==> config.mk <==
export PLATFORM = sky130hd
export DESIGN_NAME = scan_sequencer
export DESIGN_NICKNAME = d
export VERILOG_FILES = /design/src/rtl/scanq_pkg.sv /design/src/rtl/scanq_ram.sv /design/src/rtl/scanq_trigger.sv /design/src/rtl/scanq_fsm.sv /design/src/rtl/scan_sequencer.sv
export SDC_FILE = /design/constraint.sdc
export NUM_CORES = 1
export LEC_CHECK = 0
export BUFFER_PORTS_ARGS = -buffer_cell sky130_fd_sc_hd__buf_2
export CAP_MARGIN = 10
export CELL_PAD_IN_SITES_DETAIL_PLACEMENT = 1
export CELL_PAD_IN_SITES_GLOBAL_PLACEMENT = 1
export CORE_MARGIN = 4
export CORE_UTILIZATION = 40
export DETAILED_ROUTE_END_ITERATION = 12
export GPL_TIMING_DRIVEN = 0
export PLACE_DENSITY = 0.61
export SYNTH_ARGS = -nofsm -noshare
export SYNTH_HDL_FRONTEND = slang
export SYNTH_SLANG_ARGS = --single-unit
export TNS_END_PERCENT = 1
==> constraint.sdc <==
create_clock -name clk -period 4.5 [get_ports clk]
set_input_delay 0.9 -clock clk [delete_from_list [all_inputs] [get_ports clk]]
set_output_delay 0.9 -clock clk [all_outputs]
set_load 0.005 [all_outputs]
==> src/rtl/scanq_pkg.sv <==
package scanq_pkg;

    localparam int CH_W  = 7;
    localparam int ST_W  = 2;
    localparam int CMD_W = 1 + ST_W + CH_W;

    localparam logic [CH_W-1:0] EOQ_CH = CH_W'(63);

    typedef enum logic [1:0] {
        MODE_SW   = 2'd0,
        MODE_EXT  = 2'd1,
        MODE_GATE = 2'd2,
        MODE_TMR  = 2'd3
    } scan_mode_e;

    typedef enum logic [1:0] {
        QS_IDLE   = 2'd0,
        QS_ACTIVE = 2'd1,
        QS_PAUSED = 2'd2
    } q_status_e;

    typedef enum logic [1:0] {
        S_IDLE,
        S_FETCH,
        S_CONV,
        S_HOLD
    } seq_state_e;

    typedef struct packed {
        logic            pause;
        logic [ST_W-1:0] st;
        logic [CH_W-1:0] ch;
    } cmd_word_t;

    function automatic logic captures_overrun(scan_mode_e m);
        return (m == MODE_EXT) || (m == MODE_TMR);
    endfunction

endpackage

==> src/rtl/scanq_ram.sv <==
module scanq_ram #(
    parameter int W     = 8,
    parameter int DEPTH = 64,
    localparam int AW   = $clog2(DEPTH)
) (
    input  logic          clk,
    input  logic          we,
    input  logic [AW-1:0] waddr,
    input  logic [W-1:0]  wdata,
    input  logic [AW-1:0] raddr,
    output logic [W-1:0]  rdata
);
    logic [W-1:0] mem [DEPTH];

    always_ff @(posedge clk) begin
        if (we) mem[waddr] <= wdata;
    end

    assign rdata = mem[raddr];
endmodule

==> src/rtl/scanq_trigger.sv <==
module scanq_trigger
    import scanq_pkg::*;
#(
    parameter int TIMER_PERIOD = 64,
    localparam int TW = $clog2(TIMER_PERIOD)
) (
    input  logic       clk,
    input  logic       rst,
    input  logic       en,
    input  scan_mode_e mode,
    input  logic       ext_trig,
    input  logic       gate_in,
    output logic       start_evt,
    output logic       gate_on
);
    logic [2:0]    ext_sy;
    logic [1:0]    gate_sy;
    logic [TW-1:0] tcnt;
    logic          edge_p;
    logic          tick;

    always_ff @(posedge clk) begin
        if (rst) begin
            ext_sy  <= '0;
            gate_sy <= '0;
            tcnt    <= '0;
        end else begin
            ext_sy  <= {ext_sy[1:0], ext_trig};
            gate_sy <= {gate_sy[0], gate_in};
            if (en && mode == MODE_TMR) tcnt <= tick ? '0 : tcnt + 1'b1;
            else                        tcnt <= '0;
        end
    end

    assign edge_p  = ext_sy[1] & ~ext_sy[2];
    assign tick    = (tcnt == TW'(TIMER_PERIOD - 1));
    assign gate_on = gate_sy[1];

    always_comb begin
        unique case (mode)
            MODE_SW:   start_evt = 1'b1;
            MODE_EXT:  start_evt = edge_p;
            MODE_GATE: start_evt = gate_on;
            default:   start_evt = tick;
        endcase
    end

    // a synchronized edge yields a single-cycle event
    assert_edge_single_R6: assert property (@(posedge clk) disable iff (rst)
        edge_p |=> !edge_p);

    // timer ticks never come back to back
    assert_tick_gap_R10: assert property (@(posedge clk) disable iff (rst)
        tick |=> !tick);
endmodule

==> src/rtl/scanq_fsm.sv <==
module scanq_fsm
    import scanq_pkg::*;
#(
    parameter int DEPTH = 64,
    parameter int RES_W = 10,
    localparam int AW   = $clog2(DEPTH)
) (
    input  logic             clk,
    input  logic             rst,
    input  logic             en,
    input  scan_mode_e       mode,
    input  logic             start_evt,
    input  logic             gate_on,
    input  logic             ovr_clr,
    input  cmd_word_t        cmd,
    output logic [AW-1:0]    cmd_raddr,
    output logic             conv_req,
    output logic [CH_W-1:0]  conv_ch,
    output logic [ST_W-1:0]  conv_st,
    input  logic             conv_done,
    input  logic [RES_W-1:0] conv_result,
    output logic             res_we,
    output logic [AW-1:0]    res_waddr,
    output logic [RES_W-1:0] res_wdata,
    output q_status_e        status,
    output logic             ovr,
    output logic             pass_done
);
    localparam logic [AW-1:0] LAST = AW'(DEPTH - 1);

    seq_state_e    state;
    logic [AW-1:0] idx;
    cmd_word_t     cur;
    logic          restart;
    logic          cap_mode;

    assign restart  = (mode == MODE_SW) || (mode == MODE_GATE && gate_on);
    assign cap_mode = captures_overrun(mode);

    always_ff @(posedge clk) begin
        if (rst || !en) begin
            state     <= S_IDLE;
            idx       <= '0;
            cur       <= '0;
            pass_done <= 1'b0;
        end else begin
            pass_done <= 1'b0;
            unique case (state)
                S_IDLE: begin
                    if (start_evt) begin
                        state <= S_FETCH;
                        idx   <= '0;
                    end
                end
                S_FETCH: begin
                    if (cmd.ch == EOQ_CH) begin
                        pass_done <= 1'b1;
                        idx       <= '0;
                        state     <= restart ? S_FETCH : S_IDLE;
                    end else begin
                        cur   <= cmd;
                        state <= S_CONV;
                    end
                end
                S_CONV: begin
                    if (conv_done) begin
                        if (idx == LAST) begin
                            pass_done <= 1'b1;
                            idx       <= '0;
                            state     <= restart ? S_FETCH : S_IDLE;
                        end else if (cur.pause && cap_mode) begin
                            state <= S_HOLD;
                        end else if (mode == MODE_GATE && !gate_on) begin
                            idx   <= '0;
                            state <= S_IDLE;
                        end else begin
                            idx   <= idx + 1'b1;
                            state <= S_FETCH;
                        end
                    end
                end
                S_HOLD: begin
                    if (start_evt) begin
                        idx   <= idx + 1'b1;
                        state <= S_FETCH;
                    end
                end
                default: state <= S_IDLE;
            endcase
        end
    end

    always_ff @(posedge clk) begin
        if (rst)
            ovr <= 1'b0;
        else if (en && cap_mode && start_evt && (state == S_FETCH || state == S_CONV))
            ovr <= 1'b1;
        else if (ovr_clr)
            ovr <= 1'b0;
    end

    assign cmd_raddr = idx;
    assign conv_req  = (state == S_CONV);
    assign conv_ch   = cur.ch;
    assign conv_st   = cur.st;
    assign res_we    = (state == S_CONV) && conv_done;
    assign res_waddr = idx;
    assign res_wdata = conv_result;

    always_comb begin
        unique case (state)
            S_IDLE:  status = QS_IDLE;
            S_HOLD:  status = QS_PAUSED;
            default: status = QS_ACTIVE;
        endcase
    end

    // a request is only withdrawn after done or on disable
    assert_req_hold_R2: assert property (@(posedge clk) disable iff (rst)
        $fell(conv_req) |-> ($past(conv_done) || !$past(en)));

    // paused status only appears in modes that pause
    assert_pause_mode_R7: assert property (@(posedge clk) disable iff (rst)
        $rose(status == QS_PAUSED) |-> captures_overrun(mode));

    // overrun is sticky until the clear strobe
    assert_ovr_sticky_R8: assert property (@(posedge clk) disable iff (rst)
        (ovr && !ovr_clr) |=> ovr);

    // overrun only rises in capturing modes
    assert_ovr_mode_R8: assert property (@(posedge clk) disable iff (rst)
        $rose(ovr) |-> captures_overrun(scan_mode_e'($past(mode))));
endmodule

==> src/rtl/scan_sequencer.sv <==
module scan_sequencer
    import scanq_pkg::*;
#(
    parameter int DEPTH        = 64,
    parameter int RES_W        = 10,
    parameter int TIMER_PERIOD = 64,
    localparam int AW          = $clog2(DEPTH)
) (
    input  logic             clk,
    input  logic             rst,
    input  logic             q_en,
    input  logic [1:0]       mode,
    input  logic             ovr_clr,
    input  logic             ext_trig,
    input  logic             gate_in,
    input  logic             cmd_we,
    input  logic [AW-1:0]    cmd_waddr,
    input  logic [CMD_W-1:0] cmd_wdata,
    input  logic [AW-1:0]    res_raddr,
    output logic [RES_W-1:0] res_rdata,
    output logic             conv_req,
    output logic [CH_W-1:0]  conv_ch,
    output logic [ST_W-1:0]  conv_st,
    input  logic             conv_done,
    input  logic [RES_W-1:0] conv_result,
    output logic [1:0]       status,
    output logic             pass_done,
    output logic             trig_ovr
);
    scan_mode_e       mode_e;
    logic             start_evt;
    logic             gate_on;
    logic [AW-1:0]    cmd_raddr;
    logic [CMD_W-1:0] cmd_rdata;
    logic             res_we;
    logic [AW-1:0]    res_waddr;
    logic [RES_W-1:0] res_wdata;
    q_status_e        status_e;

    assign mode_e = scan_mode_e'(mode);
    assign status = status_e;

    scanq_ram #(.W(CMD_W), .DEPTH(DEPTH)) u_cmd_ram (
        .clk(clk), .we(cmd_we), .waddr(cmd_waddr), .wdata(cmd_wdata),
        .raddr(cmd_raddr), .rdata(cmd_rdata)
    );

    scanq_ram #(.W(RES_W), .DEPTH(DEPTH)) u_res_ram (
        .clk(clk), .we(res_we), .waddr(res_waddr), .wdata(res_wdata),
        .raddr(res_raddr), .rdata(res_rdata)
    );

    scanq_trigger #(.TIMER_PERIOD(TIMER_PERIOD)) u_trig (
        .clk(clk), .rst(rst), .en(q_en), .mode(mode_e),
        .ext_trig(ext_trig), .gate_in(gate_in),
        .start_evt(start_evt), .gate_on(gate_on)
    );

    scanq_fsm #(.DEPTH(DEPTH), .RES_W(RES_W)) u_fsm (
        .clk(clk), .rst(rst), .en(q_en), .mode(mode_e),
        .start_evt(start_evt), .gate_on(gate_on), .ovr_clr(ovr_clr),
        .cmd(cmd_word_t'(cmd_rdata)), .cmd_raddr(cmd_raddr),
        .conv_req(conv_req), .conv_ch(conv_ch), .conv_st(conv_st),
        .conv_done(conv_done), .conv_result(conv_result),
        .res_we(res_we), .res_waddr(res_waddr), .res_wdata(res_wdata),
        .status(status_e), .ovr(trig_ovr), .pass_done(pass_done)
    );

    // no request while disabled
    assert_no_req_disabled_R12: assert property (@(posedge clk) disable iff (rst)
        !q_en |=> !conv_req);
endmodule

* After elaboration in Yosys (flattened, before gate mapping)
Memory sizes are Yosys's and may differ from the RTL's. A register that Yosys moved wholly into a read port is not among the register bits. Cells that the tools add are included.
Storage, ports and cells: register bits after elaboration 31, bits in writable memories 1280, input bits 42, output and inout port bits 24, logic and storage cells 85, memories 2
Memory list:
- u_cmd_ram.mem | words 64, width 10, rd ports 1, clocked after Yosys merged registers in 1, write ports 1, line scanq_ram.sv:13 | logic [W-1:0] mem [DEPTH];
- u_res_ram.mem | words 64, width 10, rd ports 1, clocked after Yosys merged registers in 0, write ports 1, line scanq_ram.sv:13
Operators by class: add/sub/neg operators 2, equality and inequality tests 15, multiplexer cells 30, bitwise logic cells 4, reduce and logical (&&, ||, !) cells 22
Operators with widths (number):
- 2-to-1 mux 6 bit | 9
- case mux 6 bit (4 select lines) | 1
- adder 6 x 1 -> 6 bit (second input constant) | 2
- equality test 6 bit (second input constant) | 2
- 2-to-1 mux 1 bit | 11
- 2-to-1 mux 2 bit | 5
- inequality test 2 x 1 -> 1 bit (second input constant) | 5
- equality test 2 bit (second input constant) | 4
- logical AND 1 bit | 8
- equality test 7 x 6 -> 1 bit (second input constant) | 1
- case mux 2 bit (3 select lines) | 1
- AND reduction 5 bit | 1
- equality test 2 x 1 -> 1 bit (second input constant) | 2
- logical NOT 2 bit | 2
- logical OR 1 bit | 4
- case mux 2 bit (2 select lines) | 1
- AND reduction 2 bit | 2
- inequality test 3 x 2 -> 1 bit (second input constant) | 1
- NOT 1 bit | 3
- case mux 1 bit (3 select lines) | 1
- OR reduction 3 bit | 1
- logical NOT 1 bit | 2
- case mux 1 bit (2 select lines) | 1
- nonzero test 2 bit | 1
- 2 further kinds | 2

* Logic depth before layout (Yosys ltp)
Gate-level depths: netlist of run 1.
word-level depth 9, gate-level depth with buffers 15, depth with buffers taken out 9

* By module
From an unflattened synthesis of run 1, not the netlist that was laid out.
Second synthesis, totals: cell total of the unflattened synthesis 2402, area, all modules 51434.3 µm²
Modules (own cells, without submodules):
- scanq_ram | instances 2, cells an instance 1108, area each 24901.4 µm², sequential area each 19218.4 µm²
- scanq_fsm | instances 1, cells an instance 145, area each 1226.2 µm², sequential area each 400.4 µm²
- scanq_trigger | instances 1, cells an instance 41, area each 405.4 µm², sequential area each 220.2 µm²

* Worst setup path before layout of run 1
Ideal clock, no wire load.
path type input port to output port, start point in res_raddr[0], end point out res_rdata[0], arrival 3394 ps, required time 3600 ps, setup slack 206 ps, cell stages on the path 6, buffers on the path 3, cells stage by stage clkbuf_1 > clkbuf_1 > buf_1 > mux4_2 > mux4_2 > mux4_2
On the way: longest elaborated chain between the ends 1
Ends and longest elaborated chain:
- start, declared | line scan_sequencer.sv:19 | input logic [AW-1:0] res_raddr,
- memory (64 x 10 bit)
- end, declared | line scan_sequencer.sv:20 | output logic [RES_W-1:0] res_rdata,
No other way between the ends.

==> results.sh, run 1 <==
export IMPL_start_kind="flip-flop"
export IMPL_clk_pin_slew_ps=60
export IMPL_reg2reg_to="u_fsm.cur[9]"
export IMPL_slowest_delay_ps=950
export IMPL_gp_congestion=0.845
export IMPL_grt_ovfl_total=0
export IMPL_setup_viol=0
export IMPL_die_h_um=366
export IMPL_slew_viol_final=0
export IMPL_yosys_warnings=0
export IMPL_crit_fanout=10
export IMPL_drtAntennaViolNets=0
export IMPL_clk_latency_ps=780
export IMPL_period_needed_ps=4430
export IMPL_vias_per_cell=5.76
export IMPL_hold_path_endpoint="u_trig.ext_sy[0]"
export IMPL_place_area_um2=53900
export IMPL_tritoncts="done"
export IMPL_fill_cells=11600
export IMPL_vias=25200
export IMPL_cts_sinks=1317
export IMPL_die_w_um=366
export IMPL_drv_cap=0
export IMPL_ys_seq_elements=1317
export IMPL_portBuffers=56
export IMPL_grt_pass1_wl_mm=198
export IMPL_rsz0062_at_grt="false"
export IMPL_synth_cells=2359
export IMPL_synth_most_common_cell="edfxtp_1"
export IMPL_holdBufCountCts=0
export IMPL_cpMaxStageDelayCell="clkbuf_1"
export IMPL_intPower_w=0.0202
export IMPL_ys_async_sr_fraction_pct=0
export IMPL_fin_nets=2649
export IMPL_finalHoldViolCount=0
export IMPL_num_io_pins=66
export IMPL_p_leak_nw=18.0
export IMPL_dieArea_um2=134000
export IMPL_r2r_slack_ps=70
export IMPL_synth_top_cell_area_share_pct=74.8
export IMPL_clock_skew_ps=21.9
export IMPL_dr_pass1_iters=5
export IMPL_reg2reg_depth=8
export IMPL_yosys_area_top_type="edfxtp_1"
export IMPL_pwr_share_clk_pct=43.4
export IMPL_core_area_um2=128000
export IMPL_swShare_pct=21.0
export IMPL_ys_types=69
export IMPL_start_util_pct=40.3
export IMPL_finalCoreUtilization_pct=46.1
export IMPL_htree_levels=4
export IMPL_slew_headroom_pct=9.77
export IMPL_holdCritPathClass="in -> reg"
export IMPL_synth_ff_type="edfxtp_1"
export IMPL_fin_crit_sh_pct=98.5
export IMPL_numCtsBuffers=138
export IMPL_cts_buffer_depth=3
export IMPL_path_cells="buf_2 > clkbuf_1 > buf_1 > clkbuf_1 > mux4_2 > mux4_2 > nand2_1 > a21oi_1"
export IMPL_cts_root_buf="clkbuf_16"
export IMPL_fin_area_um2=58800
export IMPL_path_class="reg -> reg"
export IMPL_p_comb_share_pct=3.6
export IMPL_wirelength_mm=140
export IMPL_powerDensity_nw_per_um2=434
export IMPL_pwr_share_seq_pct=53.0
export IMPL_drc=0
export IMPL_synth_edff_count=1280
export IMPL_whs_path_depth=2
export IMPL_drtIter0Drc=2754
export IMPL_max_freq_mhz=226
export IMPL_ys_top_cells_by_area="edfxtp_1 (75%), mux4_2 (15%), mux2i_1 (1.6%)"
export IMPL_synth_common_cells="edfxtp_1 (1280), mux4_2 (337), nor2_1 (155), mux2i_1 (84), clkbuf_1 (70)"
export IMPL_arrival_ps=5060
export IMPL_p_switching_w=0.00535
export IMPL_syn_nets=2408
export IMPL_grt_usage_pct=20.8
export IMPL_grt_start_max_net_pins=65
export IMPL_status="finished clean"
export IMPL_worst_pin_slew_ps=1350
export IMPL_wire_per_inst_um=32.2
export IMPL_area_growth_pct=14.4
export IMPL_ir_worst_vdd_mv=0.407
export IMPL_hp_start="ext_trig"
export IMPL_yosysSeqAreaShare_pct=76.3
export IMPL_required_ps=5130
export IMPL_hpwl_mm=90.9
export IMPL_row_count=131
export IMPL_antenna_found_initial=5
export IMPL_final_layout_size_suffix_gt1_share_pct=27.9
export IMPL_syn_cell_area_um2=51400
export IMPL_grt_pass1_vias=26600
export IMPL_syn_avg_cell_area_um2=21.8
export IMPL_critPathCaptureType="flip-flop"
layer usage:
layer	vias to the layer above	track usage, %	routed length, um
li1	10400	-	-
met1	13700	26.8	56400
met5	-	0	0
met2	897	35.3	70800
met3	207	4.34	9010
met4	0	6.86	4320
cells by family (layout without fill, tap and decap cells):
family                     Yosys count  in the layout  share of synthesized area, %
xor gates and xnor gates             4              4                        0.0682
other                                0              1                             0
DFF                               1317           1317                          76.3
AOI/OAI and AO/OA                  124            124                          1.69
and+or+nand+nor                    318            318                          2.95
adders and majority gates            7              7                         0.170
buffers and inverters              147            494                          1.51
muxes                              442            442                          17.3
cell usage in the layout, fill, tap and decap left out, drive strengths merged, types with 8 or more instances in the layout:
master  count
edfxtp   1280
mux4      353
clkbuf    243
buf       171
nor2      159
mux2i      84
clkinv     57
nand2      38
dfxtp      37
nand3      32
a22oi      29
a21oi      25
o21ai      19
nor2b      17
nand3b     12
or2        12
inv        11
nand2b     10
a211oi      8
bufinv      8
registers in the layout, summed over array words and instances, names as in the netlist, named ones only:
register	count
u_fsm.conv_ch	7
u_fsm.ovr	1
u_trig.gate_sy	2
u_fsm.pass_done	1
u_cmd_ram.mem	640
u_fsm.state	2
u_fsm.cur	1
u_fsm.cmd_raddr	6
u_fsm.conv_st	2
u_res_ram.mem	640
u_trig.ext_sy	3
u_trig.tcnt	6
worst max-delay path by stage:
stage / cells after the start / startpoint / endpoint / slack, ps
detailed placement: 7 / res_raddr[0] / res_rdata[1] / -1240
CTS: 5 / res_raddr[2] / res_rdata[1] / 40
finish: 8 / flip-flop / u_fsm.cur[9] / 70
global route: 5 / res_raddr[2] / res_rdata[1] / 0.2
floorplan: 6 / res_raddr[0] / res_rdata[0] / 210
global placement: 7 / res_raddr[0] / res_rdata[1] / -1180
layout make-up:
cell class | count | area [um2] | share of cell area, %
tap | 1662 | 2080 | 3.54
antenna | 1 | 2.50 | 0.00426
clock buffer | 173 | 3730 | 6.35
clock inverter | 73 | 593 | 1.01
buffer | 140 | 832 | 1.42
multi-input combinational | 895 | 11400 | 19.4
inverter | 7 | 26.3 | 0.0447
timing repair buffer | 101 | 902 | 1.53
sequential | 1317 | 39200 | 66.7
timing repair:
action | in CTS | in global routing
gates resized for setup | 72 | 3
setup endpoints to repair | 10 | 1
gates cloned | 0 | 0
setup buffers | 0 | 0
worst max-delay path: cells and delay by family, from the launching register on:
family / cells / cell delay, ps
flops: 1 / 550
simple gates: 1 / 90
mux: 2 / 1070
compound gates: 1 / 60
buf+inv: 4 / 2490
power groups by stage:
stage,sequential [W],combinational (W),clock (W)
after global placement,0.0138,0.000855,0
after detailed placement,0.0138,0.000890,0
after CTS,0.0135,0.000899,0.0113
final,0.0135,0.000918,0.0111
after floorplan,0.0138,0.000426,0
after global routing,0.0135,0.000972,0.0118
through the flow:
| stage | instances | setup TNS, ps | power [W] | hold slack [ps] | worst slack, ps |
|---|---|---|---|---|---|
| 2_1_floorplan | 2359 | 0 | 0.0142 | 414 | 206 |
| 3_3_place_gp | 4077 | -11450 | 0.0146 | 427 | -1180 |
| 3_5_place_dp | 4089 | -12050 | 0.0147 | 442 | -1240 |
| 4_1_cts | 4335 | 0 | 0.0257 | 286 | 44.9 |
| 5_1_grt | 4368 | 0 | 0.0263 | 342 | 0.202 |
| 6_report | 4369 | 0 | 0.0255 | 345 | 69.4 |
No activity file was read; power rests on OpenSTA's default activity.
==> inputs of run 2 (changes only) <==
==> constraint.sdc (replaced) <==
create_clock -name clk -period 4.5 [get_ports clk]
set_input_delay 0 -clock clk [delete_from_list [all_inputs] [get_ports clk]]
set_output_delay 0 -clock clk [all_outputs]
set_load 0.005 [all_outputs]
==> run 2 against run 1 <==
Via count is 0.53% higher. Flip-flop and latch count unchanged. Critical path depth did not move. Cell count grew 0.71%. Worst hold slack worse by 290 ps. Clock power is essentially flat. Wire length barely moved. Final area rose by 0.39%. Sequential power barely moved. Sequential share of layout area fell by 0.26 points. Worst setup slack gained 26 ps. Clock-buffer cell count unchanged.
==> results.sh, run 2 (same netlist as run 1, synthesis figures left out) <==
export IMPL_clock_skew_ps=25.6
export IMPL_drc=0
export IMPL_area_growth_pct=14.9
export IMPL_numCtsBuffers=138
export IMPL_max_freq_mhz=227
export IMPL_hp_start="cmd_wdata[1]"
export IMPL_cts_sinks=1317
export IMPL_setup_viol=0
export IMPL_critPathCaptureType="flip-flop"
export IMPL_reg2reg_to="u_fsm.conv_st[1]"
export IMPL_placed_cells=4089
export IMPL_start_util_pct=40.3
export IMPL_final_cell_mix="edfxtp_1 (1280), mux4_2 (337), nor2_1 (153)"
export IMPL_postCtsResizedCells=0
export IMPL_start_kind="flip-flop"
export IMPL_pwr_share_seq_pct=53.0
export IMPL_fin_crit_sh_pct=97.9
export IMPL_arrival_ps=5030
export IMPL_setup_tns_ps=0
export IMPL_grt_usage_pct=20.8
export IMPL_num_io_pins=66
export IMPL_rsz0062_at_grt="false"
export IMPL_drtIter0Drc=2761
export IMPL_grt_pass1_wl_mm=199
export IMPL_slew_headroom_pct=10.7
export IMPL_preCtsSetupSlack_ps=128
export IMPL_reg2reg_depth=8
export IMPL_wire_per_inst_um=31.9
export IMPL_die_h_um=366
export IMPL_r2r_slack_ps=100
export IMPL_portBuffers=56
export IMPL_finalHoldViolCount=0
export IMPL_crit_fanout=10
export IMPL_p_switching_w=0.00533
export IMPL_gp_congestion=0.845
export IMPL_row_count=131
export IMPL_p_leak_nw=18.1
export IMPL_period_needed_ps=4400
export IMPL_htree_levels=4
export IMPL_dieArea_um2=134000
export IMPL_endpoint="u_fsm.conv_st[1]"
export IMPL_core_area_um2=128000
export IMPL_grt_pass1_vias=26700
export IMPL_drtAntennaViolNets=0
export IMPL_hpwl_mm=90.9
export IMPL_cts_root_buf="clkbuf_16"
export IMPL_worst_pin_slew_ps=1330
export IMPL_fin_cells=4400
export IMPL_post_cts_setup_buffer_count=0
export IMPL_swShare_pct=20.9
export IMPL_status="finished clean"
export IMPL_holdBufCountCts=15
export IMPL_powerDensity_nw_per_um2=432
export IMPL_final_layout_size_suffix_gt1_share_pct=26.5
export IMPL_intPower_w=0.0202
export IMPL_tritoncts="done"
export IMPL_die_w_um=366
export IMPL_fin_area_um2=59000
export IMPL_clk_latency_ps=780
export IMPL_p_comb_share_pct=3.6
export IMPL_drv_cap=0
export IMPL_grt_start_max_net_pins=65
export IMPL_holdCritPathClass="in -> reg"
export IMPL_place_area_um2=53900
export IMPL_slew_viol_final=0
export IMPL_fin_nets=2680
export IMPL_final_common_cell="edfxtp_1"
export IMPL_grt_ovfl_total=0
export IMPL_pwr_share_clk_pct=43.4
export IMPL_dr_pass1_iters=6
export IMPL_path_class="reg -> reg"
export IMPL_vias_per_cell=5.75
export IMPL_ir_worst_vdd_mv=0.408
export IMPL_cts_buffer_depth=3
export IMPL_setup_ws_ps=95.7
export IMPL_whs_ps=55.8
export IMPL_antenna_found_initial=5
export IMPL_clk_pin_slew_ps=60
export IMPL_wirelength_mm=141
export IMPL_whs_path_depth=1
export IMPL_vias=25300
export IMPL_required_ps=5130
-- run 2: cell type report --
cell class                      instances  area (um2)
Sequential cell                      1317       39200
Fill cell                           11600       68500
Multi-Input combinational cell        895       11400
Clock inverter                         73         593
Buffer                                140         751
Clock buffer                          173        3730
Tap cell                             1662        2080
Inverter                                7        26.3
Antenna cell                            1        2.50
Timing Repair Buffer                  132        1210
-- run 2: power groups by stage --
stage	clock network (W)	registers, W	logic, W
floorplan	0	0.0138	0.000426
global placement	0	0.0138	0.000855
detailed placement	0	0.0138	0.000890
CTS	0.0113	0.0135	0.000901
global route	0.0118	0.0135	0.000987
finish	0.0111	0.0135	0.000931
-- run 2: routing by layer --
metal | wire length (um) | global-route usage [%] | vias up
met2 | 70600 | 35.4 | 916
li1 | - | - | 10400
met3 | 9050 | 4.34 | 231
met4 | 4610 | 6.90 | 0
met1 | 56300 | 26.8 | 13700
met5 | 0 | 0 | -
-- run 2: worst max-delay path: stages (launching register included) --
cell and delay (ps):
dfxtp_1 560, buf_2 320, clkbuf_1 450, buf_1 750, clkbuf_1 950, mux4_2 560
mux4_2 490, nand2_1 90, a21oi_1 70
-- run 2: worst min path at each step --
| stage | endpoint | slack, ps |
|---|---|---|
| after detailed placement | u_trig.ext_sy[0] | 230 |
| after CTS | u_cmd_ram.mem[32][0] | 20 |
| after global placement | u_trig.gate_sy[0] | 210 |
| after floorplan | u_trig.ext_sy[0] | 70 |
| after global routing | u_cmd_ram.mem[29][1] | 60 |
| final | u_cmd_ram.mem[29][1] | 60 |
-- run 2: through the flow --
stage / total power (W) / utilization, %
2_1_floorplan: 0.0142 / -
3_3_place_gp: 0.0146 / 42.1
3_5_place_dp: 0.0147 / 42.3
4_1_cts: 0.0257 / 45.8
5_1_grt: 0.0263 / 46.3
6_report: 0.0255 / 46.3
